[src/rtl/pcu_pkg.sv]
package pcu_pkg;

  typedef enum logic [2:0] {
    XF_SEQ   = 3'd0,
    XF_REL   = 3'd1,
    XF_RELC  = 3'd2,
    XF_PAGE  = 3'd3,
    XF_LONG  = 3'd4,
    XF_IND   = 3'd5
  } xfer_e;

endpackage

[src/rtl/pcu_seq_add.sv]
module pcu_seq_add #(
  parameter int ADDR_W = 16,
  parameter int LEN_W  = 2
) (
  input  logic [ADDR_W-1:0] pc_cur,
  input  logic [LEN_W-1:0]  len,
  output logic [ADDR_W-1:0] seq_next
);

  localparam int PAD_W = ADDR_W - LEN_W;

  logic [ADDR_W-1:0] len_ext;

  always_comb begin
    len_ext  = {{PAD_W{1'b0}}, len};
    seq_next = pc_cur + len_ext;
  end

endmodule

[src/rtl/pcu_target_gen.sv]
module pcu_target_gen
  import pcu_pkg::*;
#(
  parameter int ADDR_W = 16,
  parameter int DATA_W = 8,
  parameter int PAGE_W = 11,
  parameter int LEN_W  = 2
) (
  input  xfer_e             kind,
  input  logic              taken,
  input  logic [LEN_W-1:0]  len,
  input  logic [ADDR_W-1:0] seq_next,
  input  logic [DATA_W-1:0] opcode,
  input  logic [DATA_W-1:0] op_a,
  input  logic [DATA_W-1:0] op_b,
  input  logic [DATA_W-1:0] acc,
  input  logic [ADDR_W-1:0] dptr,
  output logic [ADDR_W-1:0] pc_d
);

  localparam int EXT_W  = ADDR_W - DATA_W;
  localparam int HI_W   = PAGE_W - DATA_W;
  localparam int KEEP_W = ADDR_W - PAGE_W;
  localparam int CAT_W  = 2 * DATA_W;

  logic [DATA_W-1:0] rel_off;
  logic [ADDR_W-1:0] rel_tgt;
  logic [ADDR_W-1:0] page_tgt;
  logic [ADDR_W-1:0] long_tgt;
  logic [ADDR_W-1:0] ind_tgt;
  logic [CAT_W-1:0]  long_cat;

  // Offset byte is the last byte of the instruction.
  always_comb begin
    if (len == LEN_W'(3)) rel_off = op_b;
    else                  rel_off = op_a;
    rel_tgt = seq_next + {{EXT_W{rel_off[DATA_W-1]}}, rel_off};
  end

  generate
    if (HI_W > 0) begin : g_page_hi
      always_comb begin
        page_tgt = {seq_next[ADDR_W-1 -: KEEP_W], opcode[DATA_W-1 -: HI_W], op_a};
      end
    end else begin : g_page_flat
      always_comb begin
        page_tgt = {seq_next[ADDR_W-1 -: KEEP_W], op_a[PAGE_W-1:0]};
      end
    end
  endgenerate

  always_comb begin
    long_cat = {op_a, op_b};
    long_tgt = long_cat[ADDR_W-1:0];
    ind_tgt  = dptr + {{EXT_W{1'b0}}, acc};
  end

  always_comb begin
    case (kind)
      XF_REL:  pc_d = rel_tgt;
      XF_RELC: pc_d = taken ? rel_tgt : seq_next;
      XF_PAGE: pc_d = page_tgt;
      XF_LONG: pc_d = long_tgt;
      XF_IND:  pc_d = ind_tgt;
      default: pc_d = seq_next;
    endcase
  end

endmodule

[src/rtl/pcu_tbl_addr.sv]
module pcu_tbl_addr #(
  parameter int ADDR_W = 16,
  parameter int DATA_W = 8
) (
  input  logic              sel_pc,
  input  logic [DATA_W-1:0] acc,
  input  logic [ADDR_W-1:0] dptr,
  input  logic [ADDR_W-1:0] seq_next,
  output logic [ADDR_W-1:0] tbl_addr
);

  localparam int EXT_W = ADDR_W - DATA_W;

  logic [ADDR_W-1:0] base;

  always_comb begin
    base     = sel_pc ? seq_next : dptr;
    tbl_addr = base + {{EXT_W{1'b0}}, acc};
  end

endmodule

[src/rtl/pc_next_unit.sv]
module pc_next_unit
  import pcu_pkg::*;
#(
  parameter int ADDR_W = 16,
  parameter int DATA_W = 8,
  parameter int PAGE_W = 11
) (
  input  logic              clk,
  input  logic              rst_n,
  input  logic              step_en,
  input  logic [1:0]        ilen,
  input  logic [2:0]        xfer_kind,
  input  logic              cond_taken,
  input  logic              is_call,
  input  logic [DATA_W-1:0] opcode,
  input  logic [DATA_W-1:0] opnd_a,
  input  logic [DATA_W-1:0] opnd_b,
  input  logic [DATA_W-1:0] acc,
  input  logic [ADDR_W-1:0] dptr,
  input  logic              tbl_sel,
  output logic [ADDR_W-1:0] pc_q,
  output logic [ADDR_W-1:0] tbl_addr,
  output logic [ADDR_W-1:0] ret_addr,
  output logic              push_req
);

  localparam int LEN_W = 2;

  xfer_e             kind;
  logic [ADDR_W-1:0] seq_next;
  logic [ADDR_W-1:0] tgt;
  logic [ADDR_W-1:0] pc_nxt;

  assign kind = xfer_e'(xfer_kind);

  pcu_seq_add #(.ADDR_W(ADDR_W), .LEN_W(LEN_W)) u_seq (
    .pc_cur  (pc_q),
    .len     (ilen),
    .seq_next(seq_next)
  );

  pcu_target_gen #(.ADDR_W(ADDR_W), .DATA_W(DATA_W), .PAGE_W(PAGE_W), .LEN_W(LEN_W)) u_tgt (
    .kind    (kind),
    .taken   (cond_taken),
    .len     (ilen),
    .seq_next(seq_next),
    .opcode  (opcode),
    .op_a    (opnd_a),
    .op_b    (opnd_b),
    .acc     (acc),
    .dptr    (dptr),
    .pc_d    (tgt)
  );

  pcu_tbl_addr #(.ADDR_W(ADDR_W), .DATA_W(DATA_W)) u_tbl (
    .sel_pc  (tbl_sel),
    .acc     (acc),
    .dptr    (dptr),
    .seq_next(seq_next),
    .tbl_addr(tbl_addr)
  );

  // Next-state process
  always_comb begin
    pc_nxt = pc_q;
    if (step_en) pc_nxt = tgt;
  end

  // Register process
  always_ff @(posedge clk or negedge rst_n) begin
    if (!rst_n) pc_q <= '0;
    else        pc_q <= pc_nxt;
  end

  assign ret_addr = seq_next;
  assign push_req = step_en & is_call;


  hold_when_idle_chk: assert property (@(posedge clk) disable iff (!rst_n)
    !step_en |=> $stable(pc_q));


  cond_not_taken_chk: assert property (@(posedge clk) disable iff (!rst_n)
    (step_en && xfer_kind == 3'd2 && !cond_taken) |=> pc_q == $past(ret_addr));


  page_keep_hi_chk: assert property (@(posedge clk) disable iff (!rst_n)
    (step_en && xfer_kind == 3'd3) |=>
      pc_q[ADDR_W-1:PAGE_W] == $past(seq_next[ADDR_W-1:PAGE_W]));


  long_load_chk: assert property (@(posedge clk) disable iff (!rst_n)
    (step_en && xfer_kind == 3'd4) |=> pc_q == ADDR_W'({$past(opnd_a), $past(opnd_b)}));


  indirect_sum_chk: assert property (@(posedge clk) disable iff (!rst_n)
    (step_en && xfer_kind == 3'd5) |=>
      pc_q == $past(dptr) + {{(ADDR_W-DATA_W){1'b0}}, $past(acc)});


  seq_step_chk: assert property (@(posedge clk) disable iff (!rst_n)
    (step_en && xfer_kind == 3'd0) |=>
      pc_q == $past(pc_q) + {{(ADDR_W-2){1'b0}}, $past(ilen)});

endmodule

[config.mk]
export PLATFORM = sky130hd
export DESIGN_NAME = pc_next_unit
export DESIGN_NICKNAME = d
export VERILOG_FILES = /design/src/rtl/pcu_pkg.sv /design/src/rtl/pcu_seq_add.sv /design/src/rtl/pcu_target_gen.sv /design/src/rtl/pcu_tbl_addr.sv /design/src/rtl/pc_next_unit.sv
export SDC_FILE = /design/constraint.sdc
export NUM_CORES = 1
export LEC_CHECK = 0
export BUFFER_PORTS_ARGS = -buffer_cell sky130_fd_sc_hd__buf_4
export CAP_MARGIN = 20
export CORE_MARGIN = 8
export CORE_UTILIZATION = 58
export CTS_CLUSTER_SIZE = 8
export DETAILED_ROUTE_END_ITERATION = 16
export PLACE_DENSITY_LB_ADDON = 0.15
export SYNTH_ARGS = -nofsm -noshare
export SYNTH_HDL_FRONTEND = slang
export SYNTH_SLANG_ARGS = --single-unit
[constraint.sdc]
create_clock -name clk -period 10.7 [get_ports clk]
set_clock_uncertainty 0.15 [all_clocks]
set_input_delay 0 -clock clk [delete_from_list [all_inputs] [get_ports clk]]
set_output_delay 0 -clock clk [all_outputs]
set_load 0.02 [all_outputs]
After elaboration in Yosys (flattened, before gate mapping)
Index checks and enable logic that the tools add are counted.
{ "totals": {"regBits": 16, "out_inout_bits": 49, "inputBits": 59, "elab_cells": 16} }
{ "classes": {"eq_ne": 6, "n_bitwise": 1, "add_sub_neg": 4, "mux": 4} }
{ "op_table": {"columns": ["operator", "count"], "rows": [
  ["$pmux W16 S5", 1],
  ["$add A16 B8 Y16", 2],
  ["$mux W16", 2],
  ["$add A16 B16 Y16", 1],
  ["$add A16 B2 Y16", 1],
  ["$mux W8", 1],
  ["$eq A3 B2 Y1 const B", 2],
  ["$eq A3 B3 Y1 const B", 2],
  ["$eq A3 B1 Y1 const B", 1],
  ["$eq A2 B2 Y1 const B", 1],
  ["$and A1 B1 Y1", 1]
]} }

Depth between registers and ports, before layout
{ "depth": {"ltp_word": 5, "mapped_depth": 15, "depth_no_buf": 14} }

Hierarchy
A second synthesis with hierarchy kept.
{ "hier_totals": {"cells_unflattened": 451, "area_unflattened_um2": 3708.6} }
{ "modules_own_cells": {"columns": ["module", "n_inst", "cells_each", "area_per_inst_um2", "seq_area_each_um2"], "rows": [
  ["pcu_target_gen", 1, 281, 1995.7, 0.0],
  ["pcu_tbl_addr", 1, 91, 724.4, 0.0],
  ["pc_next_unit", 1, 35, 653.1, 400.4],
  ["pcu_seq_add", 1, 44, 335.3, 0.0]
]} }

Least setup slack after synthesis
OpenSTA, ideal clock, no wires.
{ "synth_timing": {"kind": "reg2out", "from": "reg pc_q[0]", "to": "out tbl_addr[10]", "stages_incl_launch_ff": 15, "required_time_ns": 10.550, "t_arrival_ns": 3.732, "path_slack_ns": 6.818, "n_path_buf": 1, "path_cell_list": "dfrtp_1 -> ha_1 -> fa_1 -> clkbuf_1 -> xor2_1 -> mux2_2 -> ha_1 -> a21o_1 -> a21oi_1 -> o21bai_1 -> a21oi_1 -> o21bai_1 -> a21oi_1 -> nor2_1 -> xnor2_1"} }
{ "synth_between": {"elab_chain_len": 3} }
{ "synth_rtl": {"columns": ["element", "line_no", "rtl"], "rows": [
  ["start: declaration", "pc_next_unit.sv:21", "output logic [ADDR_W-1:0] pc_q,"],
  ["start signal: assignment", "pc_next_unit.sv:72", "else pc_q <= pc_nxt;"],
  ["$add A16 B2 Y16", "pcu_seq_add.sv:16", "seq_next = pc_cur + len_ext;"],
  ["named net ret_addr[2]", "pc_next_unit.sv:23", "output logic [ADDR_W-1:0] ret_addr,"],
  ["$mux W16", "pcu_tbl_addr.sv:17", "base = sel_pc ? seq_next : dptr;"],
  ["$add A16 B8 Y16", "pcu_tbl_addr.sv:18", "tbl_addr = base + {{EXT_W{1'b0}}, acc};"],
  ["end: declaration", "pc_next_unit.sv:22", "output logic [ADDR_W-1:0] tbl_addr,"]
]} }
The timed path passes the listed nets, and every way through them passes these cells.

Worst setup path after layout
{ "layout_timing": {"from": "reg pc_q[0]", "to": "out tbl_addr[10]"} }
{ "layout_between": {"elab_chain_len": 3} }
{ "layout_rtl": {"columns": ["element", "line_no"], "rows": [
  ["$add A16 B2 Y16", "pcu_seq_add.sv:16"],
  ["$mux W16", "pcu_tbl_addr.sv:17"],
  ["$add A16 B8 Y16", "pcu_tbl_addr.sv:18"]
]} }
No other way between the ends.

==> impl_metrics.json <==
{
  "timing.critical_path.from_type": "register",
  "fp.dieH_um": 96.2,
  "wl_mm": 12.4,
  "cts_root_buffer": "sky130_fd_sc_hd__clkbuf_8",
  "design.die.area_um2": 9250,
  "min_period_over_period_pct": 39.3,
  "flops_latches_synth": 16,
  "critical_path_end_type": "output pin",
  "synth_simple_gate_area_share_pct": 24.2,
  "nFillCells": 504,
  "synth_top_cell_by_area": "sky130_fd_sc_hd__ha_1",
  "dominant_combinational_cell_family_by_area_after_synthesis": "compound AO/OA/AOI/OAI gates",
  "report.final.hold_viol_count": 0,
  "wl_per_cell_um": 18.6,
  "maxSlewViolCount": 0,
  "cts_inserted_buffers": 3,
  "diodes_inserted": 0,
  "via_count_of_the_first_global_routing_pass": 3971,
  "drive_above_1_share_pct": 23.6,
  "worstMarginPinSlew_ns": 0.981,
  "placement_rows": 29,
  "yosys_warnings": 0,
  "maximum_capacitance_violations": 0,
  "worst-setup-path-type": "reg -> out",
  "detailroute.via_count": 4195,
  "final_critical_path_setup_slack_ns": 6.50,
  "avgSynthCellArea_um2": 7.55,
  "syn-instance-count": 494,
  "global_route_wire_length_before_repair_mm": 19.7,
  "boundaryPins": 108,
  "xor_xnor_cell_area_share_of_the_yosys_netlist_pct": 13.4,
  "detail_route.vias_per_cell": 6.27,
  "syn-cell-area_um2": 3730,
  "synth-edff-count": 0,
  "place_hpwl_mm": 10.0,
  "effective_utilization_at_floorplan_pct": 59.4,
  "grtUsageTotal_pct": 26.8,
  "ys_top_cells_by_area": "sky130_fd_sc_hd__ha_1 11%, sky130_fd_sc_hd__dfrtp_1 11%, sky130_fd_sc_hd__xnor2_1 7.0%, sky130_fd_sc_hd__a21oi_1 5.4%, sky130_fd_sc_hd__nand2_1 5.1%",
  "timing.hold.worst.class": "in -> reg",
  "status": "completed",
  "setup-violations-final": 0,
  "portBuffers": 102,
  "pre_cts_ws_ns": 6.69,
  "finalSetupTns_ns": 0,
  "number_of_flip_flops_in_the_largest_register": 16,
  "gpl.final_weighted_congestion": 0.905,
  "tritoncts": "yes",
  "drtIter0Drc": 313,
  "ant_nets": 0,
  "nNetsFinal": 689,
  "register_clock_pin_slew_on_the_reported_worst_setup_and_hold_paths_ns": 0.07,
  "synth_net_count": 590,
  "largestRegisters": "pc_q x16",
  "detailed_place.area_um2": 4510,
  "worst_ir_drop_vdd_v": 0.000125,
  "synth_top_flop_cell": "sky130_fd_sc_hd__dfrtp_1",
  "grt_start_max_net_pins": 37,
  "seq_area_frac_synth_pct": 10.7,
  "initial_antenna_violation_count": 0,
  "syn2layout_area_growth_pct": 24.5,
  "core-area_um2": 6280,
  "cp_data_arrival_time_ns": 4.05,
  "clk_path_buf_depth": 2,
  "firstDrtPassIters": 5,
  "post_synth_fa_ha_maj_area_fraction_pct": 13.2,
  "largest_register": "pc_q",
  "asyncSetResetFlopFracSynth_pct": 100,
  "yosys.cell_types.count": 71,
  "relSlewSlack_pct": 34.0,
  "hold_ws_ns": 0.0145,
  "power_density_relative_to_cell_area_nw_per_um2": 158,
  "drcViolationCount": 0,
  "worstSkewPairLatency_ns": 0.27,
  "clkSinkCount": 16,
  "leak_pwr_nw": 2.10,
  "globalRoute.totalOverflow": 0,
  "worst-path-max-fanout": 8,
  "die_x_um": 96.2,
  "max_freq_ghz": 0.238,
  "synth_mux_area_share_pct": 6.44,
  "h-tree-depth": 1,
  "total_power_mw": 0.733,
  "rsz_0062_raised_after_global_routing": "no",
  "layout.cell_area.non_filler_um2": 4640,
  "share_of_the_synthesized_area_in_compound_gates_ao_oa_aoi_oai_pct": 26.8,
  "yosys.area.top_type_share_pct": 11.1,
  "finalWorstPathRequiredPeriod_ns": 4.20,
  "worst-endpoint-required_ns": 10.55
}
## layer usage
metal	track usage (%)	up-vias	wire length, µm
met5	0	-	0
met4	6.02	0	199
met3	4.99	15	1410
met2	43.2	223	5510
met1	36.1	1929	5310
li1	-	2028	-
## repair_timing
action                                 in CTS  in global routing
gates resized for setup                     0                  0
hold buffers                                8                  0
endpoints found under the hold margin      21                  0
setup buffers                               0                  0
## synthesized netlist by cell type, types with 3 or more instances
master / n
sky130_fd_sc_hd__dfrtp_1: 16
sky130_fd_sc_hd__mux2i_1: 8
sky130_fd_sc_hd__a21oi_1: 40
sky130_fd_sc_hd__nand4_1: 6
sky130_fd_sc_hd__nor2b_1: 6
sky130_fd_sc_hd__mux2_2: 13
sky130_fd_sc_hd__inv_1: 25
sky130_fd_sc_hd__o311ai_0: 3
sky130_fd_sc_hd__a31oi_1: 7
sky130_fd_sc_hd__or3_1: 4
sky130_fd_sc_hd__nand2b_1: 5
sky130_fd_sc_hd__xnor2_1: 30
sky130_fd_sc_hd__o22ai_1: 5
sky130_fd_sc_hd__o21ai_0: 21
sky130_fd_sc_hd__nand3_1: 31
sky130_fd_sc_hd__buf_6: 3
sky130_fd_sc_hd__and2_1: 3
sky130_fd_sc_hd__ha_1: 33
sky130_fd_sc_hd__nor3_1: 13
sky130_fd_sc_hd__nand2_1: 51
sky130_fd_sc_hd__and3_1: 3
sky130_fd_sc_hd__nor2_1: 42
sky130_fd_sc_hd__a221oi_1: 11
sky130_fd_sc_hd__xor2_1: 13
sky130_fd_sc_hd__a22oi_1: 5
sky130_fd_sc_hd__a2111o_1: 3
sky130_fd_sc_hd__a21o_1: 14
sky130_fd_sc_hd__clkbuf_1: 12
sky130_fd_sc_hd__fa_1: 4
sky130_fd_sc_hd__o211ai_1: 6
sky130_fd_sc_hd__o21bai_1: 7
## worst max-delay path, cell delays in order (launching register included)
cell and delay (ns):
sky130_fd_sc_hd__dfrtp_1 0.40, sky130_fd_sc_hd__ha_1 0.25, sky130_fd_sc_hd__fa_1 0.53, sky130_fd_sc_hd__xor2_1 0.27, sky130_fd_sc_hd__mux2_2 0.32, sky130_fd_sc_hd__ha_1 0.31, sky130_fd_sc_hd__a21o_1 0.18, sky130_fd_sc_hd__a21oi_1 0.22
sky130_fd_sc_hd__o21bai_1 0.09, sky130_fd_sc_hd__a21oi_1 0.23, sky130_fd_sc_hd__o21bai_1 0.10, sky130_fd_sc_hd__a21oi_1 0.40, sky130_fd_sc_hd__nor2_1 0.10, sky130_fd_sc_hd__xnor2_1 0.20, sky130_fd_sc_hd__buf_4 0.18
## worst paths after layout
kind / slack [ns] / startpoint / depth (start not counted) / endpoint
hold / removal: 0.01 / opnd_b[3] / 4 / pc_q[3]
min in group asynchronous: 0.53 / rst_n / 3 / pc_q[10]
max in group asynchronous: 9.12 / rst_n / 4 / pc_q[8]
setup / recovery: 6.50 / pc_q[0] / 14 / tbl_addr[10]
hold reg to reg: 0.39 / pc_q[0] / 2 / pc_q[0]
setup reg to reg: 6.57 / pc_q[0] / 12 / pc_q[13]
## metrics by stage
step / util, % / cells
floorplan: - / 494
global placement: 71.8 / 657
detailed placement: 71.8 / 657
CTS: 73.9 / 669
global route: 73.9 / 669
finish: 73.9 / 669
## placed cells by master (no fill, tap or decap), types with 3 or more instances in the layout
| cell type | netlist | routed |
|---|---|---|
| sky130_fd_sc_hd__o21ai_0 | 21 | 21 |
| sky130_fd_sc_hd__a21o_1 | 14 | 14 |
| sky130_fd_sc_hd__fa_1 | 4 | 4 |
| sky130_fd_sc_hd__a22oi_1 | 5 | 5 |
| sky130_fd_sc_hd__o311ai_0 | 3 | 3 |
| sky130_fd_sc_hd__and2_1 | 3 | 3 |
| sky130_fd_sc_hd__mux2i_1 | 8 | 8 |
| sky130_fd_sc_hd__ha_1 | 33 | 33 |
| sky130_fd_sc_hd__mux2_2 | 13 | 13 |
| sky130_fd_sc_hd__xnor2_1 | 30 | 30 |
| sky130_fd_sc_hd__inv_1 | 25 | 25 |
| sky130_fd_sc_hd__and3_1 | 3 | 3 |
| sky130_fd_sc_hd__nor2_1 | 42 | 42 |
| sky130_fd_sc_hd__o211ai_1 | 6 | 6 |
| sky130_fd_sc_hd__nor2b_1 | 6 | 6 |
| sky130_fd_sc_hd__a2111o_1 | 3 | 3 |
| sky130_fd_sc_hd__a21oi_1 | 40 | 40 |
| sky130_fd_sc_hd__xor2_1 | 13 | 13 |
| sky130_fd_sc_hd__nand2_1 | 51 | 51 |
| sky130_fd_sc_hd__dlygate4sd3_1 | 0 | 8 |
| sky130_fd_sc_hd__a31oi_1 | 7 | 7 |
| sky130_fd_sc_hd__nor3_1 | 13 | 13 |
| sky130_fd_sc_hd__buf_4 | 0 | 104 |
| sky130_fd_sc_hd__o22ai_1 | 5 | 5 |
| sky130_fd_sc_hd__nand3_1 | 31 | 31 |
| sky130_fd_sc_hd__or3_1 | 4 | 4 |
| sky130_fd_sc_hd__nand4_1 | 6 | 6 |
| sky130_fd_sc_hd__clkbuf_8 | 1 | 4 |
| sky130_fd_sc_hd__dfrtp_1 | 16 | 16 |
| sky130_fd_sc_hd__o21bai_1 | 7 | 7 |
| sky130_fd_sc_hd__a221oi_1 | 11 | 11 |
| sky130_fd_sc_hd__nand2b_1 | 5 | 5 |
## where the power goes
part	leakage [nW]	internal [mW]	total [mW]	switching (mW)
clock network	0.0288	0.0328	0.0593	0.0264
logic	1.88	0.242	0.571	0.328
registers	0.184	0.0743	0.103	0.0289
total	2.10	0.349	0.733	0.384
## cell families (layout without fill, tap and decap cells)
group                    after synthesis  count (layout)
flip-flops                            16              16
AO/OA/AOI/OAI                        147             147
buffers and inverters                 43             141
AND/OR/NAND/NOR                      181             181
XOR/XNOR                              48              48
multiplexers                          22              22
adder cells (fa/ha/maj)               37              37
## area by class of cell
| class | instances | area [µm²] | share of cell area [%] |
|---|---|---|---|
| Sequential cell | 16 | 400 | 8.63 |
| Tap cell | 77 | 96.3 | 2.08 |
| Timing Repair Buffer | 112 | 861 | 18.5 |
| Clock buffer | 4 | 55.1 | 1.19 |
| Multi-Input combinational cell | 435 | 3140 | 67.5 |
| Inverter | 25 | 93.8 | 2.02 |
Note: power is estimated with default switching activity, not from simulation.
